$ cat config.mk
export PLATFORM = sky130hd
export DESIGN_NAME = frame_setup_seq
export DESIGN_NICKNAME = d
export VERILOG_FILES = /design/src/rtl/fsq_pkg.sv /design/src/rtl/fsq_width_dec.sv /design/src/rtl/fsq_loop_cnt.sv /design/src/rtl/fsq_limit_chk.sv /design/src/rtl/frame_setup_seq.sv
export SDC_FILE = /design/constraint.sdc
export NUM_CORES = 2
export LEC_CHECK = 0
export ABC_AREA = 1
export BUFFER_PORTS_ARGS = -buffer_cell sky130_fd_sc_hd__buf_2
export CAP_MARGIN = 20
export CORE_ASPECT_RATIO = 2
export CORE_MARGIN = 4
export CORE_UTILIZATION = 50
export CTS_CLUSTER_DIAMETER = 120
export DETAILED_ROUTE_END_ITERATION = 10
export PLACE_DENSITY_LB_ADDON = 0.15
export SYNTH_ARGS = -nofsm -noshare
export SYNTH_HDL_FRONTEND = slang
export SYNTH_SLANG_ARGS = --single-unit
$ cat constraint.sdc
create_clock -name clk -period 5.5 [get_ports clk]
set_clock_uncertainty 0.15 [all_clocks]
set_input_delay 1.1 -clock clk [delete_from_list [all_inputs] [get_ports clk]]
set_output_delay 1.1 -clock clk [all_outputs]
set_load 0.05 [all_outputs]
$ cat src/rtl/fsq_pkg.sv
package fsq_pkg;
  typedef enum logic [2:0] {
    ST_IDLE     = 3'd0,
    ST_PUSH_FP  = 3'd1,
    ST_RD       = 3'd2,
    ST_WAIT     = 3'd3,
    ST_COPY     = 3'd4,
    ST_PUSH_TMP = 3'd5,
    ST_FINAL    = 3'd6
  } fsq_state_e;

  localparam logic [1:0] SZ_2B = 2'd1;
  localparam logic [1:0] SZ_4B = 2'd2;
  localparam logic [1:0] SZ_8B = 2'd3;
endpackage

$ cat src/rtl/fsq_width_dec.sv
module fsq_width_dec #(
  parameter int PTR_W = 64
) (
  input  logic [1:0]       width_mode,
  input  logic             op32,
  output logic [PTR_W-1:0] ptr_mask,
  output logic [PTR_W-1:0] el_mask,
  output logic [PTR_W-1:0] sw_mask,
  output logic [3:0]       sw_bytes,
  output logic [3:0]       el_bytes,
  output logic [1:0]       sw_code,
  output logic [1:0]       el_code
);
  import fsq_pkg::*;

  // One mask per byte count; bit i set when i lies below nb*8
  function automatic logic [PTR_W-1:0] byte_mask(input logic [3:0] nb);
    logic [PTR_W-1:0] m;
    for (int i = 0; i < PTR_W; i++) m[i] = (i < int'(nb) * 8);
    return m;
  endfunction

  always_comb begin
    case (width_mode)
      2'd0:    begin sw_bytes = 4'd2; sw_code = SZ_2B; end
      2'd1:    begin sw_bytes = 4'd4; sw_code = SZ_4B; end
      default: begin sw_bytes = 4'd8; sw_code = SZ_8B; end
    endcase
    if (width_mode[1])  begin el_bytes = 4'd8; el_code = SZ_8B; end
    else if (op32)      begin el_bytes = 4'd4; el_code = SZ_4B; end
    else                begin el_bytes = 4'd2; el_code = SZ_2B; end
  end

  assign ptr_mask = byte_mask(sw_bytes);
  assign sw_mask  = byte_mask(sw_bytes);
  assign el_mask  = byte_mask(el_bytes);
endmodule

$ cat src/rtl/fsq_loop_cnt.sv
module fsq_loop_cnt #(
  parameter int CNT_W = 5
) (
  input  logic             clk,
  input  logic             rst,
  input  logic             load,
  input  logic [CNT_W-1:0] load_val,
  input  logic             dec,
  output logic [CNT_W-1:0] count,
  output logic             last
);
  always_ff @(posedge clk) begin
    if (rst)       count <= '0;
    else if (load) count <= load_val;
    else if (dec)  count <= count - 1'b1;
  end

  assign last = (count == CNT_W'(1));
endmodule

$ cat src/rtl/fsq_limit_chk.sv
module fsq_limit_chk #(
  parameter int PTR_W  = 64,
  parameter int SIZE_W = 16
) (
  input  logic [PTR_W-1:0]  sp_cur,
  input  logic [SIZE_W-1:0] frame_size,
  input  logic [PTR_W-1:0]  limit,
  input  logic [PTR_W-1:0]  mask,
  output logic [PTR_W-1:0]  new_sp,
  output logic              fault
);
  logic [PTR_W-1:0] size_ext;
  logic             wraps;

  assign size_ext = PTR_W'(frame_size);
  assign wraps    = (sp_cur & mask) < size_ext;
  assign new_sp   = (sp_cur - size_ext) & mask;
  assign fault    = wraps | (new_sp < (limit & mask));
endmodule

$ cat src/rtl/frame_setup_seq.sv
module frame_setup_seq #(
  parameter int PTR_W    = 64,
  parameter int SIZE_W   = 16,
  parameter int LVL_W    = 8,
  parameter int NEST_MOD = 32
) (
  input  logic              clk,
  input  logic              rst,
  input  logic              start,
  input  logic [1:0]        width_mode,
  input  logic              op32,
  input  logic [LVL_W-1:0]  nest_level,
  input  logic [SIZE_W-1:0] frame_size,
  input  logic [PTR_W-1:0]  fp_in,
  input  logic [PTR_W-1:0]  sp_in,
  input  logic [PTR_W-1:0]  stack_limit,
  output logic              busy,
  output logic              done,
  output logic              fault,
  output logic [PTR_W-1:0]  fp_out,
  output logic [PTR_W-1:0]  sp_out,
  output logic              mem_req,
  output logic              mem_we,
  output logic [1:0]        mem_size,
  output logic [PTR_W-1:0]  mem_addr,
  output logic [PTR_W-1:0]  mem_wdata,
  input  logic [PTR_W-1:0]  mem_rdata
);
  import fsq_pkg::*;

  localparam int LVL_USE = $clog2(NEST_MOD);

  fsq_state_e        state;
  logic [1:0]        mode_q;
  logic              op_q;
  logic [LVL_USE-1:0] lvl_q;
  logic [SIZE_W-1:0] size_q;
  logic [PTR_W-1:0]  lim_q, fp0_q, sp0_q;
  logic [PTR_W-1:0]  fp_w, sp_w, tmp_q, rbuf_q;
  logic              fault_q, done_q;

  logic [PTR_W-1:0]  ptr_mask, el_mask, sw_mask;
  logic [3:0]        sw_bytes, el_bytes;
  logic [1:0]        sw_code, el_code;
  logic [PTR_W-1:0]  sp_dec_sw, sp_dec_el, fp_dec_el;
  logic [PTR_W-1:0]  new_sp;
  logic              lim_fault;
  logic [LVL_USE-1:0] cnt;
  logic              cnt_last;
  logic              accept;
  logic [LVL_USE-1:0] lvl_in;

  assign lvl_in = nest_level[LVL_USE-1:0];
  assign accept = (state == ST_IDLE) && start;

  fsq_width_dec #(.PTR_W(PTR_W)) u_wdec (
    .width_mode (mode_q),
    .op32       (op_q),
    .ptr_mask   (ptr_mask),
    .el_mask    (el_mask),
    .sw_mask    (sw_mask),
    .sw_bytes   (sw_bytes),
    .el_bytes   (el_bytes),
    .sw_code    (sw_code),
    .el_code    (el_code)
  );

  fsq_loop_cnt #(.CNT_W(LVL_USE)) u_cnt (
    .clk      (clk),
    .rst      (rst),
    .load     (accept),
    .load_val (lvl_in - 1'b1),
    .dec      (state == ST_COPY),
    .count    (cnt),
    .last     (cnt_last)
  );

  fsq_limit_chk #(.PTR_W(PTR_W), .SIZE_W(SIZE_W)) u_lim (
    .sp_cur     (sp_w),
    .frame_size (size_q),
    .limit      (lim_q),
    .mask       (ptr_mask),
    .new_sp     (new_sp),
    .fault      (lim_fault)
  );

  // Pointer steps, all confined to the selected width
  assign sp_dec_sw = (sp_w - PTR_W'(sw_bytes)) & ptr_mask;
  assign sp_dec_el = (sp_w - PTR_W'(el_bytes)) & ptr_mask;
  assign fp_dec_el = (fp_w - PTR_W'(el_bytes)) & ptr_mask;

  // Memory port decoded from the state register
  always_comb begin
    mem_req   = 1'b0;
    mem_we    = 1'b0;
    mem_size  = el_code;
    mem_addr  = '0;
    mem_wdata = '0;
    case (state)
      ST_PUSH_FP: begin
        mem_req   = 1'b1;
        mem_we    = 1'b1;
        mem_size  = sw_code;
        mem_addr  = sp_dec_sw;
        mem_wdata = fp_w & sw_mask;
      end
      ST_RD: begin
        mem_req  = 1'b1;
        mem_addr = fp_dec_el;
      end
      ST_COPY: begin
        mem_req   = 1'b1;
        mem_we    = 1'b1;
        mem_addr  = sp_dec_el;
        mem_wdata = rbuf_q;
      end
      ST_PUSH_TMP: begin
        mem_req   = 1'b1;
        mem_we    = 1'b1;
        mem_addr  = sp_dec_el;
        mem_wdata = tmp_q & el_mask;
      end
      default: ;
    endcase
  end

  always_ff @(posedge clk) begin
    if (rst) begin
      state   <= ST_IDLE;
      mode_q  <= '0;
      op_q    <= 1'b0;
      lvl_q   <= '0;
      size_q  <= '0;
      lim_q   <= '0;
      fp0_q   <= '0;
      sp0_q   <= '0;
      fp_w    <= '0;
      sp_w    <= '0;
      tmp_q   <= '0;
      rbuf_q  <= '0;
      fault_q <= 1'b0;
      done_q  <= 1'b0;
      fp_out  <= '0;
      sp_out  <= '0;
    end else begin
      case (state)
        ST_IDLE: begin
          done_q <= 1'b0;
          if (start) begin
            mode_q  <= width_mode;
            op_q    <= op32;
            lvl_q   <= lvl_in;
            size_q  <= frame_size;
            lim_q   <= stack_limit;
            fp0_q   <= fp_in;
            sp0_q   <= sp_in;
            fp_w    <= fp_in;
            sp_w    <= sp_in;
            fault_q <= 1'b0;
            state   <= ST_PUSH_FP;
          end
        end
        ST_PUSH_FP: begin
          sp_w  <= sp_dec_sw;
          tmp_q <= sp_dec_sw;
          fp_w  <= fp_w & ptr_mask;
          if (lvl_q == '0)                 state <= ST_FINAL;
          else if (lvl_q == LVL_USE'(1))   state <= ST_PUSH_TMP;
          else                             state <= ST_RD;
        end
        ST_RD: begin
          fp_w  <= fp_dec_el;
          state <= ST_WAIT;
        end
        ST_WAIT: begin
          rbuf_q <= mem_rdata & el_mask;
          state  <= ST_COPY;
        end
        ST_COPY: begin
          sp_w  <= sp_dec_el;
          state <= cnt_last ? ST_PUSH_TMP : ST_RD;
        end
        ST_PUSH_TMP: begin
          sp_w  <= sp_dec_el;
          state <= ST_FINAL;
        end
        ST_FINAL: begin
          if (lim_fault) begin
            fault_q <= 1'b1;
            fp_out  <= fp0_q;
            sp_out  <= sp0_q;
          end else begin
            fp_out <= (fp0_q & ~ptr_mask) | (tmp_q & ptr_mask);
            sp_out <= (sp0_q & ~ptr_mask) | (new_sp & ptr_mask);
          end
          done_q <= 1'b1;
          state  <= ST_IDLE;
        end
        default: state <= ST_IDLE;
      endcase
    end
  end

  assign busy  = (state != ST_IDLE);
  assign done  = done_q;
  assign fault = fault_q;
endmodule

==> results.toml <==
[timing]
max_slew_margin = 0.264
max_freq_mhz = 184
final.setup.worst_slack_ns = 0.0786
finalSetupViolCount = 0
slew_violations = 0
worst_pin_slew_ns = 1.10
fin_crit_ns = 5.42
hold_violations = 0
fin_crit_sh = 0.986

[detailed_routing]
routed_wl_mm = 172
ant_nets = 0
drt_first_iter_violations = 3852
wire_per_inst_um = 24.4
vias_per_cell = 5.91
num_vias = 41800
remaining_drc_errors = 0
dr.pass1.iters = 8

[pwr]
cellLeakagePower_nw = 19.8
power_density_nw_per_um2 = 737
p_int_mw = 13.3
power_mw = 31.2
clockPowerShare = 0.134
combPwrFrac = 0.657
p_seq_frac = 0.209
ir_drop_mv = 0.557
switching_share = 0.574
switchingPower_mw = 17.9

[place]
hpwl_mm = 133
placedCellCount = 6947
dp_slack_ns = 0.480
io_buffers = 545
place.gp.congestion = 1.12

[critical_path]
end_kind = "output port"
r2r-end = "sp_out[8]$_SDFFE_PP0P_"
cp_data_arrival_time_ns = 4.17
cp-start-kind = "flop"
critPathCapture = "mem_addr[62]"
startpoint = "mode_q[1]$_SDFFE_PP0P_"
r2r-start = "sp_w[5]$_SDFFE_PP0P_"
reg2reg_depth = 25
reg2reg_setup_slack_ns = 0.33
cp_max_fo = 8
required_ns = 4.25
worstSetupPathType = "flop to output port"

[synth]
synth-async-reset-ratio = 0
syn_area_um2 = 35600
yosys-top-cells-area = "dfxtp_1 (34%), nand2_1 (15%), nor2_1 (7.2%)"
yosysMostFrequentCell = "nand2_1"
synth_largest_area_cell = "dfxtp_1"
synth-seq-area-share = 0.343
yosys.area.top_type_share = 0.343
synth_ff_type = "dfxtp_1"
synth_cells = 5597
synth_top_cells_by_count = "nand2_1 (1456), nor2_1 (681), dfxtp_1 (610)"
syn_avg_cell_area_um2 = 6.36
synth_cell_type_count = 58
yosys_warnings = 0
synth_seq_cells = 610
synth_edf_count = 0
synth_fp_nets = 5981

[layout]
regArea_um2 = 12200
final_util = 0.599
drive_above_1_share = 0.160
fin_cells = 7062
final_nets = 6478
fill_cells = 6928
syn_to_final_growth_pct = 18.8
multiInputGateArea_um2 = 20100

[grt]
grt_start_max_net_pins = 196
grt_pass1_wl_mm = 247
grt_remaining_overflow = 0
grt_pass1_vias = 39100
grt_antenna_before_repair = 10
grt_use_total = 0.434

[die]
die_area_um2 = 75800
rows = 138
core_area_um2 = 70600
die_x_um = 197
initial_core_util = 0.504
io_pins = 549
die-height_um = 385

[cts]
insertion_delay_ns = 0.68
cts-root-buf = "clkbuf_16"
htree_levels = 2
clockBufferDepth = 3
hold_buffers = 0
clk_pin_slew_ns = 0.07
post_cts_buffers = 0
cts_tree = "built"
cts_buffers = 55
cts.sinks = 610

[status]
outcome = "finished clean"

[worst_hold_path]
hp-class = "flop to flop"

[flow_run]
drv_cap = 0
## worst min-delay path by stage
stage / endpoint / slack, ns / startpoint / depth (start not counted)
2_1_floorplan: fp0_q[10]$_SDFFE_PP0P_ / 0.28 / fp0_q[10]$_SDFFE_PP0P_ / 2
3_3_place_gp: fp0_q[7]$_SDFFE_PP0P_ / 0.29 / fp0_q[7]$_SDFFE_PP0P_ / 2
3_5_place_dp: fp0_q[5]$_SDFFE_PP0P_ / 0.30 / fp0_q[5]$_SDFFE_PP0P_ / 2
4_1_cts: sp0_q[55]$_SDFFE_PP0P_ / 0.31 / sp0_q[55]$_SDFFE_PP0P_ / 2
5_1_grt: fp_out[11]$_SDFFE_PP0P_ / 0.33 / fp_out[11]$_SDFFE_PP0P_ / 2
6_report: sp0_q[63]$_SDFFE_PP0P_ / 0.31 / sp0_q[63]$_SDFFE_PP0P_ / 2
## per-stage QoR
stage                     hold WS [ns]  setup TNS (ns)  instance area, µm²
after floorplan                  0.280               0               35600
after global placement           0.289               0               40300
after detailed placement         0.296               0               40300
after CTS                        0.307               0               42200
after global routing             0.326         -0.0119               42200
final                            0.306               0               42300
## routing by layer
layer	GRT usage	wire length, µm
met4	0.368	19100
met1	0.481	58600
met3	0.0665	15400
met5	0	54
met2	0.721	78900
## power by group through the flow
stage                     logic, mW  clock network [mW]  registers, mW
final                          20.5                4.18           6.51
after floorplan                12.3                   0           6.25
after detailed placement       19.7                   0           6.54
after global routing           21.7                4.34           6.61
after CTS                      19.8                4.20           6.46
after global placement         19.5                   0           6.52
## final cells by class
cell class / instances / area share
multi-input combinational: 4139 / 0.476
sequential: 610 / 0.289
timing repair buffer: 754 / 0.114
inverter: 534 / 0.0478
clock buffer: 77 / 0.0376
tap: 910 / 0.0269
clock inverter: 27 / 0.00752
antenna: 11 / 0.000651
## cell families after synthesis
family | count (synthesis) | synth area share
buffers and inverters | 848 | 0.0936
adders and majority gates | 98 | 0.0353
DFF | 610 | 0.343
and+or+nand+nor | 2818 | 0.333
xor gates and xnor gates | 37 | 0.00911
AOI/OAI and AO/OA | 1186 | 0.186
## registers in the layout, summed over array words and instances (netlist names)
register	cells
fp0_q	64
fp_out	64
fp_w	64
lim_q	64
rbuf_q	64
sp0_q	64
sp_out	64
sp_w	64
tmp_q	64
size_q	16
lvl_q	5
u_cnt.count	5
state	3
mode_q	2
done	1
fault	1
op_q	1
## critical path, stage by stage, from the launching register on
cell and delay [ns]:
dfxtp_2 0.47, inv_1 0.12, buf_4 0.23, ha_1 0.47, nand2_1 0.09, nand2_1 0.09
a31oi_2 0.06, nand2_1 0.21, nor2_1 0.09, buf_4 0.15, nand2_2 0.12, clkinv_1 0.44
nand3_1 0.23, nand3_1 0.22, nand3_1 0.20, buf_2 0.30
## cell usage in the layout (no fill, tap or decap), types with 56 or more instances in the layout
cell,instances
nand4_1,75
dfxtp_1,609
inv_1,511
buf_2,517
nor2_1,670
nand3_1,466
buf_4,198
nand2_1,1451
a21oi_1,498
ha_1,94
o21ai_0,446
clkbuf_16,56
## timing repair
action,in CTS,in global routing
pin swaps,0,1
cloned,0,0
setup endpoints to repair,10,12
gates resized for setup,3,14
Note: power is estimated with default switching activity, not from simulation.
